--- src/rtl/dma_pkg.sv ---
package dma_pkg;

  typedef enum logic [1:0] {
    MODE_BLOCK = 2'd0,
    MODE_CONT  = 2'd1,
    MODE_BURST = 2'd2,
    MODE_RSVD  = 2'd3
  } mode_e;

  typedef enum logic [2:0] {
    ST_IDLE,
    ST_REQ,
    ST_RD,
    ST_LAT,
    ST_WR
  } state_e;

  // control register layout, LSB first: en, mode, size, src_dec, dst_dec, irq_en, blk_len
  typedef struct packed {
    logic [7:0] blk_len;
    logic       irq_en;
    logic       dst_dec;
    logic       src_dec;
    logic [1:0] size;
    mode_e      mode;
    logic       en;
  } ctrl_t;

  localparam int CTRL_W = 16;

  localparam logic [2:0] REG_SRC  = 3'd0;
  localparam logic [2:0] REG_DST  = 3'd1;
  localparam logic [2:0] REG_CNT  = 3'd2;
  localparam logic [2:0] REG_CTRL = 3'd3;
  localparam logic [2:0] REG_STAT = 3'd4;

endpackage

--- src/rtl/dma_step.sv ---
module dma_step #(
  parameter int AW = 32
) (
  input  logic [AW-1:0] addr,
  input  logic [1:0]    size,
  input  logic          dec,
  output logic [AW-1:0] addr_next
);
  logic [AW-1:0] step;

  always_comb begin
    step      = AW'(1) << size;
    addr_next = dec ? (addr - step) : (addr + step);
  end
endmodule

--- src/rtl/dma_regs.sv ---
module dma_regs
  import dma_pkg::*;
#(
  parameter int AW = 32,
  parameter int DW = 32,
  parameter int CW = 16
) (
  input  logic          clk,
  input  logic          rst_n,
  input  logic          cfg_we,
  input  logic [2:0]    cfg_addr,
  input  logic [DW-1:0] cfg_wdata,
  output logic [DW-1:0] cfg_rdata,
  input  logic          unit_done,
  input  logic          fin,
  output logic [AW-1:0] src_q,
  output logic [AW-1:0] dst_q,
  output logic [CW-1:0] cnt_q,
  output ctrl_t         ctrl_q,
  output logic          done_q
);
  localparam int NADDR = 2;

  logic [AW-1:0] addr_q    [NADDR];
  logic [AW-1:0] addr_d    [NADDR];
  logic [AW-1:0] addr_step [NADDR];
  logic          dec_sel   [NADDR];
  logic [CW-1:0] cnt_d;
  ctrl_t         ctrl_d;
  logic          done_d;

  assign dec_sel[0] = ctrl_q.src_dec;
  assign dec_sel[1] = ctrl_q.dst_dec;

  for (genvar i = 0; i < NADDR; i++) begin : g_addr
    dma_step #(.AW(AW)) i_step (
      .addr      (addr_q[i]),
      .size      (ctrl_q.size),
      .dec       (dec_sel[i]),
      .addr_next (addr_step[i])
    );

    always_comb begin
      addr_d[i] = addr_q[i];
      if (unit_done) begin
        addr_d[i] = addr_step[i];
      end else if (cfg_we && cfg_addr == 3'(i)) begin
        addr_d[i] = cfg_wdata[AW-1:0];
      end
    end

    always_ff @(posedge clk or negedge rst_n) begin
      if (!rst_n) begin
        addr_q[i] <= '0;
      end else begin
        addr_q[i] <= addr_d[i];
      end
    end
  end

  assign src_q = addr_q[0];
  assign dst_q = addr_q[1];

  always_comb begin
    cnt_d  = cnt_q;
    ctrl_d = ctrl_q;
    done_d = done_q;

    if (unit_done) begin
      cnt_d = cnt_q - CW'(1);
    end else if (cfg_we && cfg_addr == REG_CNT) begin
      cnt_d = cfg_wdata[CW-1:0];
    end

    if (cfg_we && cfg_addr == REG_CTRL) begin
      ctrl_d = ctrl_t'(cfg_wdata[CTRL_W-1:0]);
    end
    if (fin) begin
      ctrl_d.en = 1'b0;
    end

    if (cfg_we && cfg_addr == REG_STAT && cfg_wdata[0]) begin
      done_d = 1'b0;
    end
    if (fin) begin
      done_d = 1'b1;
    end
  end

  always_ff @(posedge clk or negedge rst_n) begin
    if (!rst_n) begin
      cnt_q  <= '0;
      ctrl_q <= '0;
      done_q <= 1'b0;
    end else begin
      cnt_q  <= cnt_d;
      ctrl_q <= ctrl_d;
      done_q <= done_d;
    end
  end

  always_comb begin
    cfg_rdata = '0;
    case (cfg_addr)
      REG_SRC:  cfg_rdata[AW-1:0]     = addr_q[0];
      REG_DST:  cfg_rdata[AW-1:0]     = addr_q[1];
      REG_CNT:  cfg_rdata[CW-1:0]     = cnt_q;
      REG_CTRL: cfg_rdata[CTRL_W-1:0] = ctrl_q;
      REG_STAT: cfg_rdata[0]          = done_q;
      default:  cfg_rdata             = '0;
    endcase
  end

  assert_cnt_step_R7: assert property (@(posedge clk) disable iff (!rst_n)
    unit_done |=> cnt_q == $past(cnt_q) - CW'(1));

  assert_fin_clears_en_R9: assert property (@(posedge clk) disable iff (!rst_n)
    fin |=> (!ctrl_q.en && done_q));

  assert_addr_hold_R8: assert property (@(posedge clk) disable iff (!rst_n)
    (!unit_done && !cfg_we) |=> ($stable(addr_q[0]) && $stable(addr_q[1])));

  assert_flag_sticky_R9: assert property (@(posedge clk) disable iff (!rst_n)
    (done_q && !cfg_we) |=> done_q);
endmodule

--- src/rtl/dma_fsm.sv ---
module dma_fsm
  import dma_pkg::*;
#(
  parameter int DW = 32,
  parameter int CW = 16
) (
  input  logic          clk,
  input  logic          rst_n,
  input  ctrl_t         ctrl,
  input  logic [CW-1:0] cnt,
  input  logic          dreq,
  input  logic          bus_grant,
  input  logic [DW-1:0] mem_rdata,
  output logic          bus_req,
  output logic          mem_req,
  output logic          mem_we,
  output logic          dack,
  output logic [DW-1:0] data_q,
  output logic          unit_done,
  output logic          fin
);
  localparam int BLW = $bits(ctrl.blk_len);

  state_e         state_q, state_d;
  logic [BLW-1:0] blk_q, blk_d;
  logic [DW-1:0]  data_d;
  logic           last_unit;
  logic           last_blk;

  assign last_unit = (cnt == CW'(1));
  assign last_blk  = (blk_q == BLW'(1));

  always_comb begin
    state_d   = state_q;
    blk_d     = blk_q;
    data_d    = data_q;
    unit_done = 1'b0;
    fin       = 1'b0;

    case (state_q)
      ST_IDLE: begin
        if (ctrl.en && dreq) begin
          state_d = ST_REQ;
        end
      end
      ST_REQ: begin
        if (bus_grant) begin
          state_d = ST_RD;
          blk_d   = ctrl.blk_len;
        end
      end
      ST_RD: begin
        state_d = ST_LAT;
      end
      ST_LAT: begin
        data_d  = mem_rdata;
        state_d = ST_WR;
      end
      ST_WR: begin
        unit_done = 1'b1;
        blk_d     = blk_q - BLW'(1);
        if (last_unit) begin
          fin     = 1'b1;
          state_d = ST_IDLE;
        end else begin
          case (ctrl.mode)
            MODE_BLOCK: state_d = last_blk ? ST_IDLE : ST_RD;
            MODE_CONT:  state_d = dreq ? ST_RD : ST_IDLE;
            default:    state_d = ST_RD;
          endcase
        end
      end
      default: state_d = ST_IDLE;
    endcase
  end

  always_ff @(posedge clk or negedge rst_n) begin
    if (!rst_n) begin
      state_q <= ST_IDLE;
      blk_q   <= '0;
      data_q  <= '0;
    end else begin
      state_q <= state_d;
      blk_q   <= blk_d;
      data_q  <= data_d;
    end
  end

  assign bus_req = (state_q != ST_IDLE);
  assign mem_req = (state_q == ST_RD) || (state_q == ST_WR);
  assign mem_we  = (state_q == ST_WR);
  assign dack    = (state_q == ST_WR);

  assert_mem_needs_grant_R3: assert property (@(posedge clk) disable iff (!rst_n)
    mem_req |-> (bus_grant && bus_req));

  assert_write_after_read_R2: assert property (@(posedge clk) disable iff (!rst_n)
    (mem_req && mem_we) |-> $past(mem_req && !mem_we, 2));

  assert_burst_holds_bus_R6: assert property (@(posedge clk) disable iff (!rst_n)
    (unit_done && !fin && ctrl.mode == MODE_BURST) |=> bus_req);

  assert_req_needs_enable_R3: assert property (@(posedge clk) disable iff (!rst_n)
    $rose(bus_req) |-> $past(ctrl.en && dreq));
endmodule

--- src/rtl/dma_chan.sv ---
module dma_chan
  import dma_pkg::*;
#(
  parameter int AW = 32,
  parameter int DW = 32,
  parameter int CW = 16
) (
  input  logic          clk,
  input  logic          rst_n,
  input  logic          cfg_we,
  input  logic [2:0]    cfg_addr,
  input  logic [DW-1:0] cfg_wdata,
  output logic [DW-1:0] cfg_rdata,
  input  logic          dreq,
  output logic          dack,
  output logic          bus_req,
  input  logic          bus_grant,
  output logic          mem_req,
  output logic          mem_we,
  output logic [AW-1:0] mem_addr,
  output logic [1:0]    mem_size,
  output logic [DW-1:0] mem_wdata,
  input  logic [DW-1:0] mem_rdata,
  output logic          irq
);
  logic [AW-1:0] src_q, dst_q;
  logic [CW-1:0] cnt_q;
  ctrl_t         ctrl_q;
  logic          done_q;
  logic          unit_done, fin;
  logic [DW-1:0] data_q;

  dma_regs #(.AW(AW), .DW(DW), .CW(CW)) i_regs (
    .clk       (clk),
    .rst_n     (rst_n),
    .cfg_we    (cfg_we),
    .cfg_addr  (cfg_addr),
    .cfg_wdata (cfg_wdata),
    .cfg_rdata (cfg_rdata),
    .unit_done (unit_done),
    .fin       (fin),
    .src_q     (src_q),
    .dst_q     (dst_q),
    .cnt_q     (cnt_q),
    .ctrl_q    (ctrl_q),
    .done_q    (done_q)
  );

  dma_fsm #(.DW(DW), .CW(CW)) i_fsm (
    .clk       (clk),
    .rst_n     (rst_n),
    .ctrl      (ctrl_q),
    .cnt       (cnt_q),
    .dreq      (dreq),
    .bus_grant (bus_grant),
    .mem_rdata (mem_rdata),
    .bus_req   (bus_req),
    .mem_req   (mem_req),
    .mem_we    (mem_we),
    .dack      (dack),
    .data_q    (data_q),
    .unit_done (unit_done),
    .fin       (fin)
  );

  assign mem_addr  = mem_we ? dst_q : src_q;
  assign mem_size  = ctrl_q.size;
  assign mem_wdata = data_q;
  assign irq       = done_q && ctrl_q.irq_en;

  assert_irq_follows_flag_R9: assert property (@(posedge clk) disable iff (!rst_n)
    irq |-> done_q);
endmodule

--- config.mk ---
export PLATFORM = sky130hd
export DESIGN_NAME = dma_chan
export DESIGN_NICKNAME = d
export VERILOG_FILES = /design/src/rtl/dma_pkg.sv /design/src/rtl/dma_step.sv /design/src/rtl/dma_regs.sv /design/src/rtl/dma_fsm.sv /design/src/rtl/dma_chan.sv
export SDC_FILE = /design/constraint.sdc
export NUM_CORES = 1
export LEC_CHECK = 0
export BUFFER_PORTS_ARGS = -buffer_cell sky130_fd_sc_hd__buf_2
export CORE_UTILIZATION = 39
export DETAILED_ROUTE_END_ITERATION = 7
export PLACE_DENSITY_LB_ADDON = 0.05
export SLEW_MARGIN = 10
export SYNTH_ARGS = -nofsm -noshare
export SYNTH_HDL_FRONTEND = slang
export SYNTH_SLANG_ARGS = --single-unit
--- constraint.sdc ---
create_clock -name clk -period 4.4 [get_ports clk]
set_input_delay 0.88 -clock clk [delete_from_list [all_inputs] [get_ports clk]]
set_output_delay 0.88 -clock clk [all_outputs]
set_load 0.1 [all_outputs]
==> results <==
- The first routing iteration left 668 violations.
- The highest net fanout along the worst path is 13.
- The finished cells cover 12500 um^2.
- Max-cap violations in this run came to 0.
- In this run the critical register-to-register path is launched from i_regs.ctrl_q[3].
- The tree is rooted in a clkbuf_16.
- In this run the critical register-to-register path is captured at i_regs.src_q[28].
- Measured along the y axis, the die boundary spans 168 um.
- The flip-flop and latch count after synthesis is 140.
- The clock latency at the later pin of the worst-skew pair is 0.43 ns.
- In this run the cell area of the synthesized design comes to 10700 um^2.
- The portion of synthesized area spent on multiplexers is 0.112.
- The H-tree was split into 4 levels.
- Of the total synthesized cell area, the portion taken by XOR and XNOR cells is 0.0448.
- The most instantiated flip-flop cell in the synthesis netlist is dfrtp_1.
- The longest clock path from root to sink contains 2 buffers.
- The die covers 28200 um^2.
- The maximum number of pins on one net before global-route repair is 83.
- The final net count is 1546.
- The wire length reported by the detailed router is 35000 um.
- The portion of synthesized cell area occupied by the leading cell type is 0.326.
- The detailed-route vias per instance is 5.73.
- Hold repair after CTS inserted 0 buffers.
- During synthesis, Yosys emitted a total of 0 warnings.
- The number of buffer cells added on primary ports is 174.
- By area the synthesized netlist is led by dfrtp_1 33%, nand2_1 8.9%, ha_1 7.5%.
- The number of rows in the core area is 60.
- The global-route wire length before repair is 55600 um.
- A synthesized cell averages 8.45 um^2.
- The number of slew-limit violations in the final report is 0.
- The post-detailed-route wirelength per cell is 19.9 um.
- The area growth from synthesis to layout is 16.6%.
- The detailed-route via count is 10100.
- The total setup violations reported at the end of the flow is 0.
- The fraction of the mapped netlist area in simple logic gates is 0.197.
- The share of the cycle needed by the critical path after routing is 0.799.
- TritonCTS built the clock tree.
- For this run, the slowest stage of the critical path takes 0.64 ns.
- The core region is 27000 um^2.
- The worst reg-to-reg path cell count is 12.
- The total grt overflow is 0.
- 0 antenna diodes ended up in the layout.
- The placed instances occupy a cell area of 11900 um^2.
- The placed wire-length estimate after detailed placement is 26400 um.
- Ranked by instance count, the synthesized netlist is headed by 256 x nand2_1, 140 x dfrtp_1, 85 x a21oi_1.
- The worst setup path is of the flop to flop kind.
- The tree built by TritonCTS fans out to 140 sinks.
- Of all flip-flops after synthesis, the portion carrying an async set or reset was 1.00.
- The first TritonRoute pass finished after 5 iterations.
- STA puts the critical path data required time at 4.71 ns.
- The number of global-route vias before repair came to 9827.
- The worst setup path is launched from a flop.
- The width of the die is 168 um.
- Setup total negative slack on the finished layout was measured at 0 ns.
- For the pin with the worst max-slew slack, the measured transition is 1.02 ns.
- The most common cell in the synthesized netlist is nand2_1.
- The run finished with clean final reports.
- Clock-pin slew was measured on the worst setup and hold paths at 0.07 ns.
- Among all stages on the critical path, the largest delay is contributed by dfrtp_1.
- The antenna violation net count after detailed routing is 0.
- The worst pin sits at a relative slew slack of 0.316.
- Synthesis handed over a netlist of 1272 instances.
- In this design, the critical path's most frequently occurring cell is a21oi_1.
- For this run, the register share of the synthesized area comes to 0.326.
- The count of flip-flops with a built-in enable after synthesis is 0.
- For this run, design rule violations remaining after detail routing come to 0.
- Data on the critical path arrives at its endpoint at 3.82 ns.
- The critical path capture point type is a flop.
- Summed over all instances, the cell type with the most area after synthesis is dfrtp_1.
- The combinational family with the most area after synthesis is compound AO/OA/AOI/OAI gates.
- Synthesis produced a netlist with a net count of 1410.
- Walking the worst path, the cells encountered are inv_1 -> a21o_1 -> fa_1 -> a21oi_1 -> o21ai_0 -> a211o_1 -> a221oi_2 -> a21oi_2 -> a221oi_2 -> a21oi_1 -> xnor2_1 -> a21oi_1.
- Setup repair after global routing left no endpoint under its margin.
- For this run, the total global-route usage over all layers was measured as 0.254.
- The number of endpoints with negative hold slack in the final report is 0.
- The worst hold path belongs to the class primary input to async pin.
- The number of resized instances in the post-cts repair step is 0.
- Counting distinct cell types in the post-synthesis netlist gives 70.
- In this run the post-CTS setup repair buffer count came out at 0.
- The synthesized-area fraction occupied by ao, oa, aoi and oai cells is 0.207.
- After layout, the minimum clock period comes to 3.52 ns.
- The starting density of the core is 0.398.
- On the final layout, the worst clock skew is 0.0171 ns.
- The adder-cell area share of the yosys netlist is 0.0782.
- TritonCTS created 17 clock buffers.
- The peak clock frequency supported by timing is 0.284 GHz.
- The reg2reg setup slack is 0.88 ns.
- In the final layout, the share of cells above drive strength 1 is 0.217.
- The I/O pin total is 175.
- The congestion estimate from routability-driven global placement came to 0.903.
- The initial antenna violation count is 0.
cells by family after synthesis:
group / Yosys count
AO/OA/AOI/OAI: 342
XOR/XNOR: 55
adder cells (fa/ha/maj): 66
buffers and inverters: 95
flip-flops: 140
multiplexers: 95
AND/OR/NAND/NOR: 479
state kept, by name, summed over array words and instances (netlist names):
signal and count:
i_regs.done_q 1, i_regs.src_q 32, i_fsm.data_q 32, i_regs.cnt_q 16, i_regs.ctrl_q 16, i_fsm.blk_q 8
i_fsm.state_q 3, i_regs.dst_q 32
metrics by stage:
| stage | setup WS (ns) | utilization | cells | hold slack, ns |
|---|---|---|---|---|
| finish | 0.883 | 0.464 | 1761 | 0.499 |
| CTS | 0.876 | 0.464 | 1761 | 0.500 |
| floorplan | 0.374 | - | 1272 | 0.446 |
| global placement | 0.903 | 0.441 | 1730 | 0.472 |
| global route | 0.599 | 0.464 | 1761 | 0.506 |
| detailed placement | 0.891 | 0.441 | 1730 | 0.486 |
worst max-delay path by stage:
stage / start / endpoint / cells past startpoint
after floorplan: cfg_addr[1] / cfg_rdata[0] / 4
after global placement: cfg_addr[0] / cfg_rdata[16] / 5
after detailed placement: cfg_addr[0] / cfg_rdata[16] / 5
after CTS: i_fsm.state_q[0] / mem_addr[31] / 7
after global routing: i_regs.ctrl_q[3] / i_regs.src_q[28] / 12
final: i_regs.ctrl_q[3] / i_regs.src_q[28] / 12
placed cells by master, fill, tap and decap left out, types with 8 or more instances in the layout:
cell type	Yosys	layout
mux2i_1	29	29
mux2_2	51	51
a211oi_1	8	8
dfrtp_1	140	140
buf_4	3	15
clkbuf_16	0	17
inv_1	20	20
xor2_1	22	22
ha_1	64	64
or3_1	9	9
nand2_1	256	256
mux4_2	15	15
nor2_1	84	84
buf_2	11	173
a22o_1	16	16
and2_1	19	19
o21bai_1	12	12
o21ai_0	76	76
a31oi_1	32	32
o21a_1	10	10
a21oi_1	85	85
a21o_1	40	40
xnor2_1	33	33
nor4_1	13	13
nand3_1	28	28
nor3_1	16	15
nand4_1	13	13
nor2b_1	11	11
area by class of cell:
type | count | area (um^2)
sequential | 140 | 3500
timing repair buffer | 191 | 1030
multi-input combinational | 1037 | 6880
tap | 341 | 427
fill | 2699 | 14500
clock inverter | 13 | 190
clock buffer | 18 | 429
inverter | 21 | 80.1
worst max-delay path, delay by kind of cell (launching register included):
family | cells | cell delay [ns]
adder cells (fa/ha/maj) | 1 | 0.45
flip-flops | 1 | 0.64
XOR/XNOR | 1 | 0.17
buffers and inverters | 1 | 0.16
AO/OA/AOI/OAI | 9 | 1.99
layer usage:
layer | track usage | wire length (um)
met5 | 0 | 0
met4 | 0.0830 | 823
met1 | 0.358 | 17000
met2 | 0.388 | 15300
met3 | 0.0512 | 1950
Power is left out: the tool's default activity adds up to more than one toggle a clock period on the data nets, which glitch-free logic cannot reach.
